**config.mk**
```make
export PLATFORM = sky130hd
export DESIGN_NAME = rtc_sec_core
export DESIGN_NICKNAME = d
export VERILOG_FILES = /design/src/rtl/rtc_pkg.sv /design/src/rtl/rtc_prescaler.sv /design/src/rtl/rtc_timekeeper.sv /design/src/rtl/rtc_regs.sv /design/src/rtl/rtc_sec_core.sv
export SDC_FILE = /design/constraint.sdc
export NUM_CORES = 1
export LEC_CHECK = 0
export CORE_MARGIN = 2
export CORE_UTILIZATION = 46
export DETAILED_ROUTE_END_ITERATION = 10
export HOLD_SLACK_MARGIN = 0.03
export PLACE_DENSITY = 0.65
export SLEW_MARGIN = 20
export SYNTH_ARGS = -nofsm -noshare
export SYNTH_HDL_FRONTEND = slang
export SYNTH_SLANG_ARGS = --single-unit
```
**constraint.sdc**
```tcl
create_clock -name clk -period 5.3 [get_ports clk]
set_input_delay 1.06 -clock clk [delete_from_list [all_inputs] [get_ports clk]]
set_output_delay 1.06 -clock clk [all_outputs]
set_load 0.05 [all_outputs]
```
**src/rtl/rtc_pkg.sv**
```systemverilog
package rtc_pkg;
  localparam logic [6:0] OFS_SET_WR  = 7'h00;
  localparam logic [6:0] OFS_SET_RB  = 7'h04;
  localparam logic [6:0] OFS_CAL     = 7'h08;
  localparam logic [6:0] OFS_NOW     = 7'h10;
  localparam logic [6:0] OFS_STATUS  = 7'h20;
  localparam logic [6:0] OFS_CTRL    = 7'h40;

  localparam int CAL_W  = 21;
  localparam int CNT_W  = 16;
  localparam int FRAC_W = 4;

  // terminal tick count for the second with fractional index idx
  function automatic logic [CNT_W:0] sec_limit(input logic [CAL_W-1:0] cal,
                                               input logic [FRAC_W-1:0] idx);
    logic [CNT_W:0] base;
    logic           extra;
    base  = {1'b0, cal[CNT_W-1:0]};
    extra = cal[CAL_W-1] && (idx < cal[CNT_W+FRAC_W-1:CNT_W]);
    return base + {{CNT_W{1'b0}}, extra};
  endfunction

  function automatic logic [31:0] next_time(input logic [31:0] now,
                                            input logic pend,
                                            input logic [31:0] setv);
    return pend ? setv : now + 32'd1;
  endfunction
endpackage

```
**src/rtl/rtc_prescaler.sv**
```systemverilog
module rtc_prescaler
  import rtc_pkg::*;
(
  input  logic             clk,
  input  logic             rst_n,
  input  logic             xtal_tick,
  input  logic             restart,
  input  logic [CAL_W-1:0] cal,
  output logic             sec_evt
);
  logic [CNT_W:0]    cnt_q;
  logic [FRAC_W-1:0] idx_q;
  logic [CNT_W:0]    limit;

  assign limit   = sec_limit(cal, idx_q);
  assign sec_evt = xtal_tick && !restart && (cnt_q >= limit);

  always_ff @(posedge clk) begin
    if (!rst_n) begin
      cnt_q <= '0;
      idx_q <= '0;
    end else if (restart) begin
      cnt_q <= '0;
      idx_q <= '0;
    end else if (xtal_tick) begin
      if (sec_evt) begin
        cnt_q <= '0;
        idx_q <= idx_q + 1'b1;
      end else begin
        cnt_q <= cnt_q + 1'b1;
      end
    end
  end

  a_r2_evt_needs_tick: assert property (@(posedge clk) disable iff (!rst_n)
    sec_evt |-> xtal_tick);
  a_r4_restart_clears: assert property (@(posedge clk) disable iff (!rst_n)
    restart |=> (cnt_q == '0 && idx_q == '0));
  a_r2_idle_holds: assert property (@(posedge clk) disable iff (!rst_n)
    (!xtal_tick && !restart) |=> $stable(cnt_q));
endmodule

```
**src/rtl/rtc_timekeeper.sv**
```systemverilog
module rtc_timekeeper
  import rtc_pkg::*;
#(
  parameter int TIME_W = 32
) (
  input  logic              clk,
  input  logic              rst_n,
  input  logic              sec_evt,
  input  logic              set_wr,
  input  logic [TIME_W-1:0] set_data,
  output logic [TIME_W-1:0] now_q,
  output logic [TIME_W-1:0] set_q,
  output logic              pend_q,
  output logic              pulse_q
);
  always_ff @(posedge clk) begin
    if (!rst_n) begin
      now_q   <= '0;
      set_q   <= '0;
      pend_q  <= 1'b0;
      pulse_q <= 1'b0;
    end else begin
      pulse_q <= sec_evt;
      if (sec_evt) now_q <= next_time(now_q, pend_q, set_q);
      if (set_wr) begin
        set_q  <= set_data;
        pend_q <= 1'b1;
      end else if (sec_evt) begin
        pend_q <= 1'b0;
      end
    end
  end

  a_r5_increment: assert property (@(posedge clk) disable iff (!rst_n)
    (sec_evt && !pend_q) |=> now_q == $past(now_q) + 1'b1);
  a_r5_load: assert property (@(posedge clk) disable iff (!rst_n)
    (sec_evt && pend_q) |=> now_q == $past(set_q));
  a_r5_hold: assert property (@(posedge clk) disable iff (!rst_n)
    !sec_evt |=> $stable(now_q));
  a_r10_pulse_follows: assert property (@(posedge clk) disable iff (!rst_n)
    sec_evt |=> pulse_q);
endmodule

```
**src/rtl/rtc_regs.sv**
```systemverilog
module rtc_regs
  import rtc_pkg::*;
#(
  parameter logic [CAL_W-1:0] CAL_RESET = 21'h198233
) (
  input  logic             clk,
  input  logic             rst_n,
  input  logic             bus_wr,
  input  logic [6:0]       bus_addr,
  input  logic [31:0]      bus_wdata,
  input  logic             sec_evt,
  input  logic [31:0]      now_q,
  input  logic [31:0]      set_q,
  output logic [CAL_W-1:0] cal_q,
  output logic             cal_wr,
  output logic             set_wr,
  output logic             sts_q,
  output logic [31:0]      bus_rdata
);
  logic ctl_q;
  logic sts_clr;

  assign cal_wr  = bus_wr && (bus_addr == OFS_CAL);
  assign set_wr  = bus_wr && (bus_addr == OFS_SET_WR);
  assign sts_clr = bus_wr && (bus_addr == OFS_STATUS) && bus_wdata[0];

  always_ff @(posedge clk) begin
    if (!rst_n) begin
      cal_q <= CAL_RESET;
      sts_q <= 1'b0;
      ctl_q <= 1'b0;
    end else begin
      if (cal_wr) cal_q <= bus_wdata[CAL_W-1:0];
      if (sec_evt) sts_q <= 1'b1;
      else if (sts_clr) sts_q <= 1'b0;
      if (bus_wr && bus_addr == OFS_CTRL) ctl_q <= bus_wdata[31];
    end
  end

  always_comb begin
    case (bus_addr)
      OFS_SET_RB: bus_rdata = set_q;
      OFS_CAL:    bus_rdata = {{(32-CAL_W){1'b0}}, cal_q};
      OFS_NOW:    bus_rdata = now_q;
      OFS_STATUS: bus_rdata = {31'b0, sts_q};
      OFS_CTRL:   bus_rdata = {ctl_q, 31'b0};
      default:    bus_rdata = 32'b0;
    endcase
  end

  a_r7_event_sets: assert property (@(posedge clk) disable iff (!rst_n)
    sec_evt |=> sts_q);
  a_r7_clear: assert property (@(posedge clk) disable iff (!rst_n)
    (sts_clr && !sec_evt) |=> !sts_q);
endmodule

```
**src/rtl/rtc_sec_core.sv**
```systemverilog
module rtc_sec_core
  import rtc_pkg::*;
#(
  parameter logic [CAL_W-1:0] CAL_RESET = 21'h198233
) (
  input  logic        clk,
  input  logic        rst_n,
  input  logic        xtal_tick,
  input  logic        bus_wr,
  input  logic [6:0]  bus_addr,
  input  logic [31:0] bus_wdata,
  output logic [31:0] bus_rdata,
  output logic        sec_irq,
  output logic        sec_pulse
);
  logic             sec_evt;
  logic             cal_wr;
  logic             set_wr;
  logic             pend_q;
  logic [CAL_W-1:0] cal_q;
  logic [31:0]      now_q;
  logic [31:0]      set_q;

  rtc_prescaler u_pre (
    .clk(clk), .rst_n(rst_n), .xtal_tick(xtal_tick),
    .restart(cal_wr), .cal(cal_q), .sec_evt(sec_evt)
  );

  rtc_timekeeper #(.TIME_W(32)) u_time (
    .clk(clk), .rst_n(rst_n), .sec_evt(sec_evt),
    .set_wr(set_wr), .set_data(bus_wdata),
    .now_q(now_q), .set_q(set_q), .pend_q(pend_q), .pulse_q(sec_pulse)
  );

  rtc_regs #(.CAL_RESET(CAL_RESET)) u_regs (
    .clk(clk), .rst_n(rst_n), .bus_wr(bus_wr), .bus_addr(bus_addr),
    .bus_wdata(bus_wdata), .sec_evt(sec_evt), .now_q(now_q), .set_q(set_q),
    .cal_q(cal_q), .cal_wr(cal_wr), .set_wr(set_wr), .sts_q(sec_irq),
    .bus_rdata(bus_rdata)
  );

  // readback tracks the set register one cycle after a write
  a_r6_readback: assert property (@(posedge clk) disable iff (!rst_n)
    set_wr |=> set_q == $past(bus_wdata));
endmodule

```
==> results.md, run 1 <==
- Sink Count: 110
- Logic gate share of total power: 0.060
- Cell family with most CP delay: compound AO/OA/AOI/OAI gates
- Drt pass-1 iters: 5
- # setup viols final: 0
- Primary FF master, synth: dfxtp_1
- EDFF count, synth: 0
- Max-slew violations: 0
- Tcrit/Tclk final: 0.888
- Postcts setup bufs: 0
- Crit path depth: 20
- Congestion Overflow GR: 0
- Async S/R FF share, synth: 0
- Worst setup SP type: flip-flop
- Seq cells post-synth: between 100 and 150
- GPL Wtd Cong: 0.933
- Outcome: complete, no violations
- Largest net degree at the start of global routing: 65
- Crit-path max cell delay: ~0.69 ns
- First-pass GRT wire length: 31.7 mm
- Mapped Area: 0.00632 sq mm
- Slew margin rel.: 0.288
- Tightest Pin Transition: ~1.1 ns
- Root Buffer: clkbuf_16
- FMAX: approximately 210 MHz
- CTS tree: yes
- Register area: 0.00220 sq mm
- Total track usage: 0.274
- DR vias/cell: around 6.2
- Detailed-route via count: between 6,000 and 7,000
- Most frequent cells in the layout: nand2_1, dfxtp_1, a21oi_1, nor2_1, nand3_1
- Clock power frac: 0.424
- Reg-to-Reg End: u_time.now_q[20]
- Port Buffers: 76
- Post-Place Cells: 1,030
- Post-Route Skew: between 0.007 and 0.008 ns
- RSZ-0062 raised after global routing: no
- Die Y-Extent: between 100 and 150 um
- Yosys warnings: 0
- RR Startpoint: u_regs.cal_q[17]
- 1st-iter DRT viols: 761
- Worst-path clk slew: ~0.080 ns
- # hold bufs at CTS: 0
- Final hold violation count: 0
- Initial core utilization: 0.473
- CP bufs+invs: 2
- Worst-Skew Late Latency: 0.36 ns
- Remaining antenna violation count after routing: 0
- CP max stage cell: o22a_2
- Nets: 934
- Critical path cell sequence: inv_1, ha_1, a21oi_1, nor2b_1, o21ai_0, and3b_1, ha_1, ha_1, nand2_1, nor2_1, nand2_1, xor2_1, ha_1, a211oi_1, nor2_1, a211oi_1, o22a_2, buf_4, nor3_1, o221a_2
- CTS Buffer Depth: 2
- DRC viols: 0
- Setup CP Type: reg2reg
- DP HPWL: between 10 and 15 mm
- Fin cells: roughly 1,000
- Die width: approximately 120 um
- # H-tree levels: 3
- Filler cells: roughly 1,200
- Max capacitance violation total: 0
- CP Max Fanout: 35
- Sw Share: 0.257
- Core ar.: about 0.013 sq mm
- Flop2flop setup slack: ~0.60 ns
- Ports: 77
- Top cell type's share of synthesized area: 0.349
- Area leader, netlist: dfxtp_1
- Floorplan die area: roughly 0.015 sq mm
- Net Switching: ~0.00042 W
- Commonest non-fill, non-tap cell in the layout: nand2_1
- Antenna diode count: 0
- Row count: 42
- Synth top area cells: dfxtp_1, nand2_1, a21oi_1
- Syn nets: 897
- Leakage power: ~2.7 nW
- WP data arrival: a little under 5 ns
- Cell area power density: ~210 mW/mm^2
- Sequential share of power: 0.516
- CP endpoint kind: flip-flop
- Maximum VDD drop: ~0.22 mV
- Routed wire length: 20.0 mm
- Synth Instances: between 800 and 900
- Worst setup endpoint: u_time.now_q[20]
- Area grow syn2layout: 22.3%
- Cts bufs inserted: 9
- Wire per inst: ~19 um
- Power Internal: 0.00121 W
- Most frequent CP cell: ha_1
- Number of global-route vias before repair: around 6,000
- Setup tns final: 0 ns
- Critical path launch point: u_regs.cal_q[17]
- Post-Syn Area per Cell: roughly 7.6 sq um
- Layout cells sized above 1: 0.105
- Clock period minus worst slack: approximately 4.7 ns
- Seq/Total Area, Yosys: 0.349
- Library cells used by synthesis: 65
- R2R cell count: 20
- Worst Path Required: 5.55 ns
- Area of the multi-input gates: ~0.0038 sq mm
- Initial antenna violation count: 0
- HP Class: reg2reg
- Post-CTS sizing: 0
power groups by stage:
stage	Combinational, W	Clock [W]	Sequential [W]
floorplan	0.0000422	0	0.000859
global placement	0.0000944	0	0.000862
detailed placement	0.0000961	0	0.000862
CTS	0.0000966	0.000707	0.000842
global route	0.000104	0.000732	0.000844
finish	0.0000975	0.000692	0.000842
worst min-delay path by stage:
stage	startpoint	to	slack, ns	cells past startpoint
floorplan	u_regs.cal_q[17]	u_regs.cal_q[17]	0.44	2
global placement	u_time.set_q[2]	u_time.set_q[2]	0.46	2
detailed placement	u_time.set_q[7]	u_time.set_q[7]	0.46	2
CTS	u_time.set_q[7]	u_time.set_q[7]	0.48	2
global route	u_regs.cal_q[17]	u_regs.cal_q[17]	0.49	2
finish	u_time.set_q[7]	u_time.set_q[7]	0.47	2
per-stage QoR:
stage                     setup slack [ns]   util  hold WS, ns  power, W  area [sq um]
after floorplan                       1.60      -        0.445  0.000901          6320
after global placement               0.933  0.557        0.460  0.000956          7430
after detailed placement             0.680  0.557        0.464  0.000958          7430
after CTS                            0.665  0.579        0.475   0.00165          7730
after global routing                 0.266  0.579        0.493   0.00168          7730
final                                0.595  0.579        0.472   0.00163          7730
tightest hold or removal path, delay by kind of cell, from the launching register on:
family	cells	cell delay, ns
flip-flops	1	0.32
AO/OA/AOI/OAI	1	0.05
AND/OR/NAND/NOR	1	0.05
sequential cells by signal, summed over array words and instances, names as in the netlist, 4 cells and up:
name	cells
u_pre.idx_q	4
u_time.set_q	32
u_pre.cnt_q	17
u_regs.cal_q	21
u_time.now_q	32
routing by layer:
layer  vias to the layer above  track usage  wire [um]
li1                       3076            -          -
met1                      3059        0.400       9210
met2                       284        0.408       9040
met3                        19       0.0555       1490
met4                         0       0.0747        279
met5                         -            0          0
layout make-up:
class                      count  share of cell area
clock buffer                   9              0.0291
clock inverter                 7             0.00923
inverter                      12             0.00583
multi-input combinational    641               0.491
sequential                   110               0.285
tap                          176              0.0285
timing repair buffer          91               0.151
cells by family (layout without fill, tap and decap cells):
logic type                 Yosys count  count (layout)  share of synthesized area
AOI/OAI and AO/OA                  206             206                      0.227
xor gates and xnor gates            29              29                     0.0402
adders and majority gates           26              26                     0.0515
buffers and inverters               77             119                     0.0527
DFF                                110             110                      0.349
muxes                                2               2                    0.00317
and+or+nand+nor                    378             378                      0.277
cells in the mapped netlist (3+ instances only):
library cell  count
nor2_1           57
dfxtp_1         110
clkbuf_1         41
a22oi_1          24
a2bb2oi_1         4
or4_1             5
xnor2_1          10
o221a_2          12
a41oi_1           6
xor2_1           19
nor4_1            4
nand2_1         182
o211ai_1          5
and3_1           10
a31oi_1          10
a311o_1           4
a32oi_1           4
o311ai_1          3
a22o_1           10
ha_1             26
a211oi_1          5
o21ai_0          15
o31a_1            3
a21oi_1          75
nand4_1          20
nor3_1           28
nor3b_1           3
nand3_1          47
and4_1            3
buf_2            20
o31ai_1          11
inv_1            11
No activity file was read; power rests on OpenSTA's default activity.
==> run 2, diff against run 1 <==
Settings changed: CTS_BUF_LIST set to sky130_fd_sc_hd__clkbuf_4 sky130_fd_sc_hd__clkbuf_8 sky130_fd_sc_hd__clkbuf_16, CTS_CLUSTER_DIAMETER set to 100.
==> results of run 2 <==
The final DEF is identical to that of run 1; final timing and power are the same.
==> run 3, diff against run 2 <==
Settings changed: ABC_CLOCK_PERIOD_IN_PS set to 5300, SKIP_LAST_GASP set to 1.
==> results of run 3 <==
The final DEF is identical to that of run 1; final timing and power are the same.
